### config.mk
export PLATFORM = sky130hd
export DESIGN_NAME = proc_ctrl
export DESIGN_NICKNAME = d
export VERILOG_FILES = /design/src/rtl/proc_ctrl_pkg.sv /design/src/rtl/ctrl_state_reg.sv /design/src/rtl/ctrl_next_state.sv /design/src/rtl/ctrl_outputs.sv /design/src/rtl/proc_ctrl.sv
export SDC_FILE = /design/constraint.sdc
export NUM_CORES = 1
export LEC_CHECK = 0
export BUFFER_PORTS_ARGS = -buffer_cell sky130_fd_sc_hd__buf_2
export CAP_MARGIN = 20
export CORE_AREA = 2 2 39 41
export CTS_CLUSTER_DIAMETER = 200
export DETAILED_ROUTE_END_ITERATION = 12
export DIE_AREA = 0 0 41 43
export PLACE_DENSITY = 0.59
export REMOVE_ABC_BUFFERS = 1
export SKIP_CTS_REPAIR_TIMING = 1
export SLEW_MARGIN = 25
export SYNTH_ARGS = -nofsm -noshare
export SYNTH_HDL_FRONTEND = slang
export SYNTH_SLANG_ARGS = --single-unit
export TNS_END_PERCENT = 5
### constraint.sdc
create_clock -name clk_i -period 1.15 [get_ports clk_i]
set_input_delay 0.23 -clock clk_i [delete_from_list [all_inputs] [get_ports clk_i]]
set_output_delay 0.23 -clock clk_i [all_outputs]
set_load 0.01 [all_outputs]
### src/rtl/proc_ctrl_pkg.sv
package proc_ctrl_pkg;

  typedef enum logic [2:0] {
    ST_RUN   = 3'd0,
    ST_HALT  = 3'd1,
    ST_PRD   = 3'd2,
    ST_PWR   = 3'd3,
    ST_MRD   = 3'd4
  } ctrl_state_e;

  typedef enum logic [1:0] {
    SRC_ALU  = 2'd0,
    SRC_PORT = 2'd1,
    SRC_MEM  = 2'd2
  } wb_src_e;

  typedef struct packed {
    logic halt;
    logic read;
    logic write;
    logic load;
    logic store;
    logic alu_wb;
  } insn_cls_t;

endpackage

### src/rtl/ctrl_state_reg.sv
module ctrl_state_reg
  import proc_ctrl_pkg::*;
(
  input  logic        clk_i,
  input  logic        rst_ni,
  input  ctrl_state_e state_d_i,
  output ctrl_state_e state_q_o
);

  always_ff @(posedge clk_i or negedge rst_ni) begin
    if (!rst_ni) state_q_o <= ST_RUN;
    else         state_q_o <= state_d_i;
  end

endmodule

### src/rtl/ctrl_next_state.sv
module ctrl_next_state
  import proc_ctrl_pkg::*;
(
  input  ctrl_state_e state_i,
  input  insn_cls_t   cls_i,
  input  logic        in_ack_i,
  input  logic        out_ack_i,
  output ctrl_state_e state_d_o
);

  always_comb begin
    state_d_o = state_i;
    unique case (state_i)
      ST_RUN: begin
        if      (cls_i.halt)  state_d_o = ST_HALT;
        else if (cls_i.read)  state_d_o = ST_PRD;
        else if (cls_i.write) state_d_o = ST_PWR;
        else if (cls_i.load)  state_d_o = ST_MRD;
      end
      ST_PRD:  if (in_ack_i)  state_d_o = ST_RUN;
      ST_PWR:  if (out_ack_i) state_d_o = ST_RUN;
      ST_MRD:  state_d_o = ST_RUN;
      ST_HALT: state_d_o = ST_HALT;
      default: state_d_o = ST_RUN;
    endcase
  end

endmodule

### src/rtl/ctrl_outputs.sv
module ctrl_outputs
  import proc_ctrl_pkg::*;
#(
  parameter int unsigned OP_W = 4
) (
  input  ctrl_state_e     state_i,
  input  insn_cls_t       cls_i,
  input  logic [OP_W-1:0] alu_op_i,
  input  logic            in_ack_i,
  output logic            stall_o,
  output logic            dmem_we_o,
  output logic            mem_req_o,
  output logic            rf_we_o,
  output wb_src_e         reg_sel_o,
  output logic [OP_W-1:0] op_code_o,
  output logic            in_req_o,
  output logic            out_req_o
);

  localparam logic [OP_W-1:0] OP_IDLE = '0;

  logic run_other;
  logic run_store;

  // lower classes only act when nothing above them is set
  assign run_store = cls_i.store & ~(cls_i.halt | cls_i.read | cls_i.write | cls_i.load);
  assign run_other = ~(cls_i.halt | cls_i.read | cls_i.write | cls_i.load | cls_i.store);

  always_comb begin
    stall_o   = 1'b0;
    dmem_we_o = 1'b0;
    mem_req_o = 1'b0;
    rf_we_o   = 1'b0;
    reg_sel_o = SRC_ALU;
    op_code_o = OP_IDLE;
    in_req_o  = 1'b0;
    out_req_o = 1'b0;
    unique case (state_i)
      ST_RUN: begin
        op_code_o = alu_op_i;
        if (run_store) begin
          dmem_we_o = 1'b1;
          mem_req_o = 1'b1;
        end else if (cls_i.load && !(cls_i.halt || cls_i.read || cls_i.write)) begin
          mem_req_o = 1'b1;
        end else if (run_other) begin
          rf_we_o = cls_i.alu_wb;
        end
      end
      ST_PRD: begin
        stall_o   = 1'b1;
        in_req_o  = 1'b1;
        reg_sel_o = SRC_PORT;
        rf_we_o   = in_ack_i;
      end
      ST_PWR: begin
        stall_o   = 1'b1;
        out_req_o = 1'b1;
      end
      ST_MRD: begin
        stall_o   = 1'b1;
        mem_req_o = 1'b1;
        rf_we_o   = 1'b1;
        reg_sel_o = SRC_MEM;
      end
      ST_HALT: stall_o = 1'b1;
      default: stall_o = 1'b1;
    endcase
  end

endmodule

### src/rtl/proc_ctrl.sv
module proc_ctrl
  import proc_ctrl_pkg::*;
#(
  parameter int unsigned OP_W = 4
) (
  input  logic            clk_i,
  input  logic            rst_ni,
  input  logic            is_halt_i,
  input  logic            is_read_i,
  input  logic            is_write_i,
  input  logic            is_load_i,
  input  logic            is_store_i,
  input  logic            alu_wb_i,
  input  logic [OP_W-1:0] alu_op_i,
  input  logic            in_ack_i,
  input  logic            out_ack_i,
  output logic            stall_o,
  output logic            dmem_we_o,
  output logic            mem_req_o,
  output logic            rf_we_o,
  output logic [1:0]      reg_sel_o,
  output logic [OP_W-1:0] op_code_o,
  output logic            in_req_o,
  output logic            out_req_o
);

  ctrl_state_e state_q, state_d;
  insn_cls_t   cls;
  wb_src_e     reg_sel;

  assign cls = '{halt: is_halt_i, read: is_read_i, write: is_write_i,
                 load: is_load_i, store: is_store_i, alu_wb: alu_wb_i};

  ctrl_state_reg u_state (
    .clk_i     (clk_i),
    .rst_ni    (rst_ni),
    .state_d_i (state_d),
    .state_q_o (state_q)
  );

  ctrl_next_state u_next (
    .state_i   (state_q),
    .cls_i     (cls),
    .in_ack_i  (in_ack_i),
    .out_ack_i (out_ack_i),
    .state_d_o (state_d)
  );

  ctrl_outputs #(.OP_W(OP_W)) u_out (
    .state_i   (state_q),
    .cls_i     (cls),
    .alu_op_i  (alu_op_i),
    .in_ack_i  (in_ack_i),
    .stall_o   (stall_o),
    .dmem_we_o (dmem_we_o),
    .mem_req_o (mem_req_o),
    .rf_we_o   (rf_we_o),
    .reg_sel_o (reg_sel),
    .op_code_o (op_code_o),
    .in_req_o  (in_req_o),
    .out_req_o (out_req_o)
  );

  assign reg_sel_o = reg_sel;

  assert_halt_sticky_R7: assert property (@(posedge clk_i) disable iff (!rst_ni)
    state_q == ST_HALT |=> state_q == ST_HALT && stall_o && !rf_we_o && !dmem_we_o);

  assert_mrd_single_R6: assert property (@(posedge clk_i) disable iff (!rst_ni)
    state_q == ST_MRD |=> state_q == ST_RUN);

  assert_prd_wait_R3: assert property (@(posedge clk_i) disable iff (!rst_ni)
    in_req_o && !in_ack_i |=> in_req_o && stall_o);

  assert_pwr_wait_R5: assert property (@(posedge clk_i) disable iff (!rst_ni)
    out_req_o && !out_ack_i |=> out_req_o && stall_o);

  assert_prd_exit_R3: assert property (@(posedge clk_i) disable iff (!rst_ni)
    in_req_o && in_ack_i |=> !in_req_o && !stall_o);

  assert_port_wb_R4: assert property (@(posedge clk_i) disable iff (!rst_ni)
    in_req_o && rf_we_o |-> in_ack_i && reg_sel_o == 2'd1);

  assert_req_excl_R9: assert property (@(posedge clk_i) disable iff (!rst_ni)
    $onehot0({in_req_o, out_req_o, dmem_we_o}));

endmodule

==> Yosys cells after proc, flatten, opt, wreduce, memory -nomap -nowiden <==
Index checks and enable logic that the tools add are counted.
{ "classes": {"n_reduce_logical": 6, "n_lt_le_gt_ge": 0, "n_eq_ne": 7, "muxes": 21, "div_mod_pow": 0, "mul": 0, "n_bitwise": 6, "shift": 0, "add_sub_neg": 0} }
{ "ops": {"columns": ["cell", "count"], "rows": [
  ["3-bit two-way mux", 6],
  ["3-bit one-hot mux with 4 select lines", 1],
  ["1-bit two-way mux", 10],
  ["3-bit by 2-bit equality test with 1-bit output, second input constant", 2],
  ["5-bit != test, second input constant", 1],
  ["4-bit two-way mux", 1],
  ["2-bit != test, second input constant", 2],
  ["1-bit bitwise OR", 4],
  ["2-bit one-hot mux with 2 select lines", 1],
  ["3-bit by 1-bit equality test with 1-bit output, second input constant", 1],
  ["3-bit equality test, second input constant", 1],
  ["3-bit zero test", 1],
  ["1-bit one-hot mux with 3 select lines", 1],
  ["3-bit AND reduction", 1],
  ["1-bit logical OR", 2],
  ["1-bit one-hot mux with 2 select lines", 1],
  ["1-bit bitwise AND", 1],
  ["1-bit logical AND", 1],
  ["1-bit zero test", 1],
  ["1-bit inverter", 1]
]} }
{ "totals": {"in_bits": 14, "ff_bits": 3, "latchBits": 0, "ram_bits": 0, "elab_cells": 41, "memories": 0, "rom_bits": 0} }

==> Depth between registers and ports, before layout <==
{ "logic_depth": {"word_depth": 8, "ltp_mapped": 4, "depth_no_buf": 3} }

==> Hierarchy <==
A second synthesis with hierarchy kept.
{ "unflattened": {"cells_unflattened": 37, "area_unflattened_um2": 332.8} }
{ "by_module_without_submodules": {"columns": ["mod", "seq_area_each_um2", "area_per_inst_um2", "cells_per_inst", "n_inst"], "rows": [
  ["ctrl_outputs", 0.0, 170.2, 21, 1],
  ["ctrl_next_state", 0.0, 87.6, 13, 1],
  ["ctrl_state_reg", 75.1, 75.1, 3, 1]
]} }

==> Least setup slack after synthesis <==
Ideal clock, no wire load.
{ "synth_timing": {"kind": "flip-flop to output port", "start": "reg u_state.state_q_o[2]", "end": "out rf_we_o", "path_slack_ps": -163, "n_path_buf": 1, "arrival_time_ps": 1083, "path_stages_with_launch": 5, "required_ps": 920, "cell_sequence": "dfrtp_1 buf_6 nor3_4 nand2_2 o32ai_2"} }
{ "synth_via": {"elab_chain_len": 2} }
{ "synth_lines": {"columns": ["element", "line_no", "text"], "rows": [
  ["from (decl)", "ctrl_state_reg.sv:7", "output ctrl_state_e state_q_o"],
  ["from (signal assigned)", "ctrl_state_reg.sv:12", "else state_q_o <= state_d_i;"],
  ["3-bit equality test (tied with other cells)", "ctrl_outputs.sv:38", "unique case (state_i)"],
  ["1-bit one-hot mux with 3 select lines *", "ctrl_outputs.sv:38", null],
  ["to (decl)", "proc_ctrl.sv:20", "output logic rf_we_o,"]
]} }
Mark *: on every way between the ends. The rest lies on a longest branch, timed or not.

==> Worst setup path in the final report <==
{ "layout_timing": {"start": "reg u_state.state_q_o[1]", "end": "out rf_we_o"} }
Same word-level chain as after synthesis.

==> metrics.md <==
| Metric | Value |
|---|---|
| Die area | between 0.0015 and 0.002 sq mm |
| WHS | about 220 ps |
| Core footprint | 0.001384 sq mm |
| Unrepaired setup endpoints after global routing | yes |
| Nets | a little under 90 |
| Post-route DRC | 0 |
| Status | finished with violations |
| Area growth, synth to finish | 83.33% |
| Global router's overall resource usage | 11.87% |
| Number of max-cap violations | 0 |
| Final worst-path cycle share | 133.5% |
| Post-synth cell types | 20 |
| # IOs | 26 |
| Synthesized flop and latch total | 3 |
| Fillers | between 150 and 200 |
| Starting DRT DRC Count | 4 |
| Vias in the first global route | about 320 |
| Largest Register | u_state.state_q_o |
| CP Capture Type | output port |
| Met1 Usage GRT | 14.89% |
| Leading cell type in the layout, fill and taps excluded | buf_2 |
| Crit path arrival time | between 1000 and 1500 ps |
| Hold crit path type | in2reg |
| HPWL after DPL | between 600 and 700 microns |
| Diode count | 0 |
| Placed insts | 84 |
| Ys Warns | 0 |
| Leading post-synthesis cells by cell area | dfrtp_1 24%, and2_2 9.8%, nor3_1 8.1%, nor3_4 5.3%, o32ai_2 5.3% |
| Max VDD drop | approximately 0.47 mV |
| Share of layout cells above drive strength 1 | between 70% and 80% |
| Post-Route WL | 849 microns |
| H-tree depth | 1 |
| Max-slew violations | 0 |
| Non-Filler Instances | 90 |
| Largest registers | u_state.state_q_o: 3 flops |
| Largest net degree at the start of global routing | 8 |
| Final hold viol count | 0 |
| Rel. slew slack | roughly 83% |
| GRT met2 Usage | ~15% |
| Max reg flops | 3 |
| Post-synth top area share | between 20% and 30% |
| Compound-gate portion of the synthesized area | between 10% and 20% |
| Via count | 387 |
| Synth Area in Simple Gates | 45.93% |
| Min Tclk post-route | about 1500 ps |
| First-pass GRT wire length | about 1300 microns |
| Vias/cell | ~4.3 |
| CTS tree | done |
| Mapped Cells | 36 |
| Tightest Pin Transition | approximately 250 ps |
| Reg2Reg Depth | 4 |
| Mapped Avg Cell Area | 8.550 sq um |
| Maximum root-to-sink buffer count | 2 |
| Main combinational cell family by area after synthesis | simple AND/OR/NAND/NOR gates |
| Commonest cells after routing, fill and taps aside | 25 x buf_2, 9 x buf_4, 4 x inv_1, 4 x and2_2 |
| Power Density | between 800 and 900 mW/mm^2 |
| RD Place Congestion | 0.7047 |
| Wire per inst | approximately 9.4 microns |
| Total design power | 494.5 uW |
| Total congestion overflow | 0 |
| Starting density of the core | between 20% and 30% |
| Clock latency on the worst-skew pair | between 200 and 250 ps |
| Mux contribution to synthesized area | under 10% |
| Synth Area in XOR/XNOR | 0% |
| Sequential fraction of the synthesis area | between 20 and 25% |
| Crit-path max FO | 5 |
| Place WS | -160.9 ps |
| Gr busiest metal | met1 |
| Post-layout util | between 40% and 50% |
| Mapped cell area | roughly 300 sq um |
| Area leader, netlist | dfrtp_1 |
| Final Cell Area | 564.3 sq um |
| Worst setup SP type | flop |
| Grt met3 use | between 3 and 4% |
| Clk sinks | 3 |
| ANT nets after route | 0 |
| Hold-critical path depth | 2 |
| Drt pass-1 iters | 3 |
| Final worst slack | -384.7 ps |
| LEAKAGE | a little over 0.3 nW |
| Setup tns final | -3543 ps |
| Root buffer selected by CTS | clkbuf_4 |
| Final setup vio count | 12 |
| I/O Buffers | 25 |
| Die width | approximately 41 microns |
| Upper clock frequency limit | around 650 MHz |
| CTS clk-pin slew, worst paths | about 30 ps |
| Die H | about 43 microns |
| Number of buffers created by CTS | 3 |
| Critical path class | reg2out |
| Reg2Reg Setup Slack | about 30 ps |
| Synth Area in Adders | 0% |
| Failing checks | negative setup slack |
| Post-placement cell area | about 500 sq um |
| Initial antenna violation count | 0 |
| Row count | 14 |
| Clk_skew | 2.389 ps |
| Data required, critical path | 920 ps |
area by class of cell:
cell class	instances	area, sq um	share of cell area, %
Tap cell	16	20.02	3.548
Clock buffer	4	26.28	4.656
Sequential cell	3	77.57	13.75
Inverter	4	15.01	2.661
Multi-Input combinational cell	27	211.5	37.47
Timing Repair Buffer	36	214.0	37.92
final timing paths:
check                                     start                   end
min                                   out_ack_i  u_state.state_q_o[0]
max in group asynchronous                rst_ni  u_state.state_q_o[1]
max reg2reg                u_state.state_q_o[0]  u_state.state_q_o[0]
min reg2reg                u_state.state_q_o[2]  u_state.state_q_o[1]
max                        u_state.state_q_o[1]               rf_we_o
min in group asynchronous                rst_ni  u_state.state_q_o[2]
cells by family after synthesis:
family,after synthesis
muxes,1
DFF,3
buffers and inverters,6
and+or+nand+nor,19
AOI/OAI and AO/OA,7
metal layers:
layer / vias to the layer above / routed length [microns]
met3: 2 / 57
met4: 0 / 14
met5: - / 0
met2: 16 / 402
met1: 169 / 375
li1: 200 / -
power breakdown:
group | internal (mW) | switching (mW)
registers | 0.116 | 0.0137
logic | 0.103 | 0.0816
clock network | 0.130 | 0.0507
synth_stat cells, drive strengths merged:
library cell and n:
nor3 7, dfrtp 3, a221oi 1, a21oi 3, inv 4, or2 1, and3b 1, nor3b 1
nor2b 1, buf 2, mux2i 1, o21ai 2, o32ai 1, nand2 2, and3 2, and2 4
critical path: stages (launching register included):
cell and delay [ps]:
dfrtp_2 440, nor3_4 200, nand2_2 90, o32ai_2 190, buf_2 170
(Power assumes the default switching activity.)
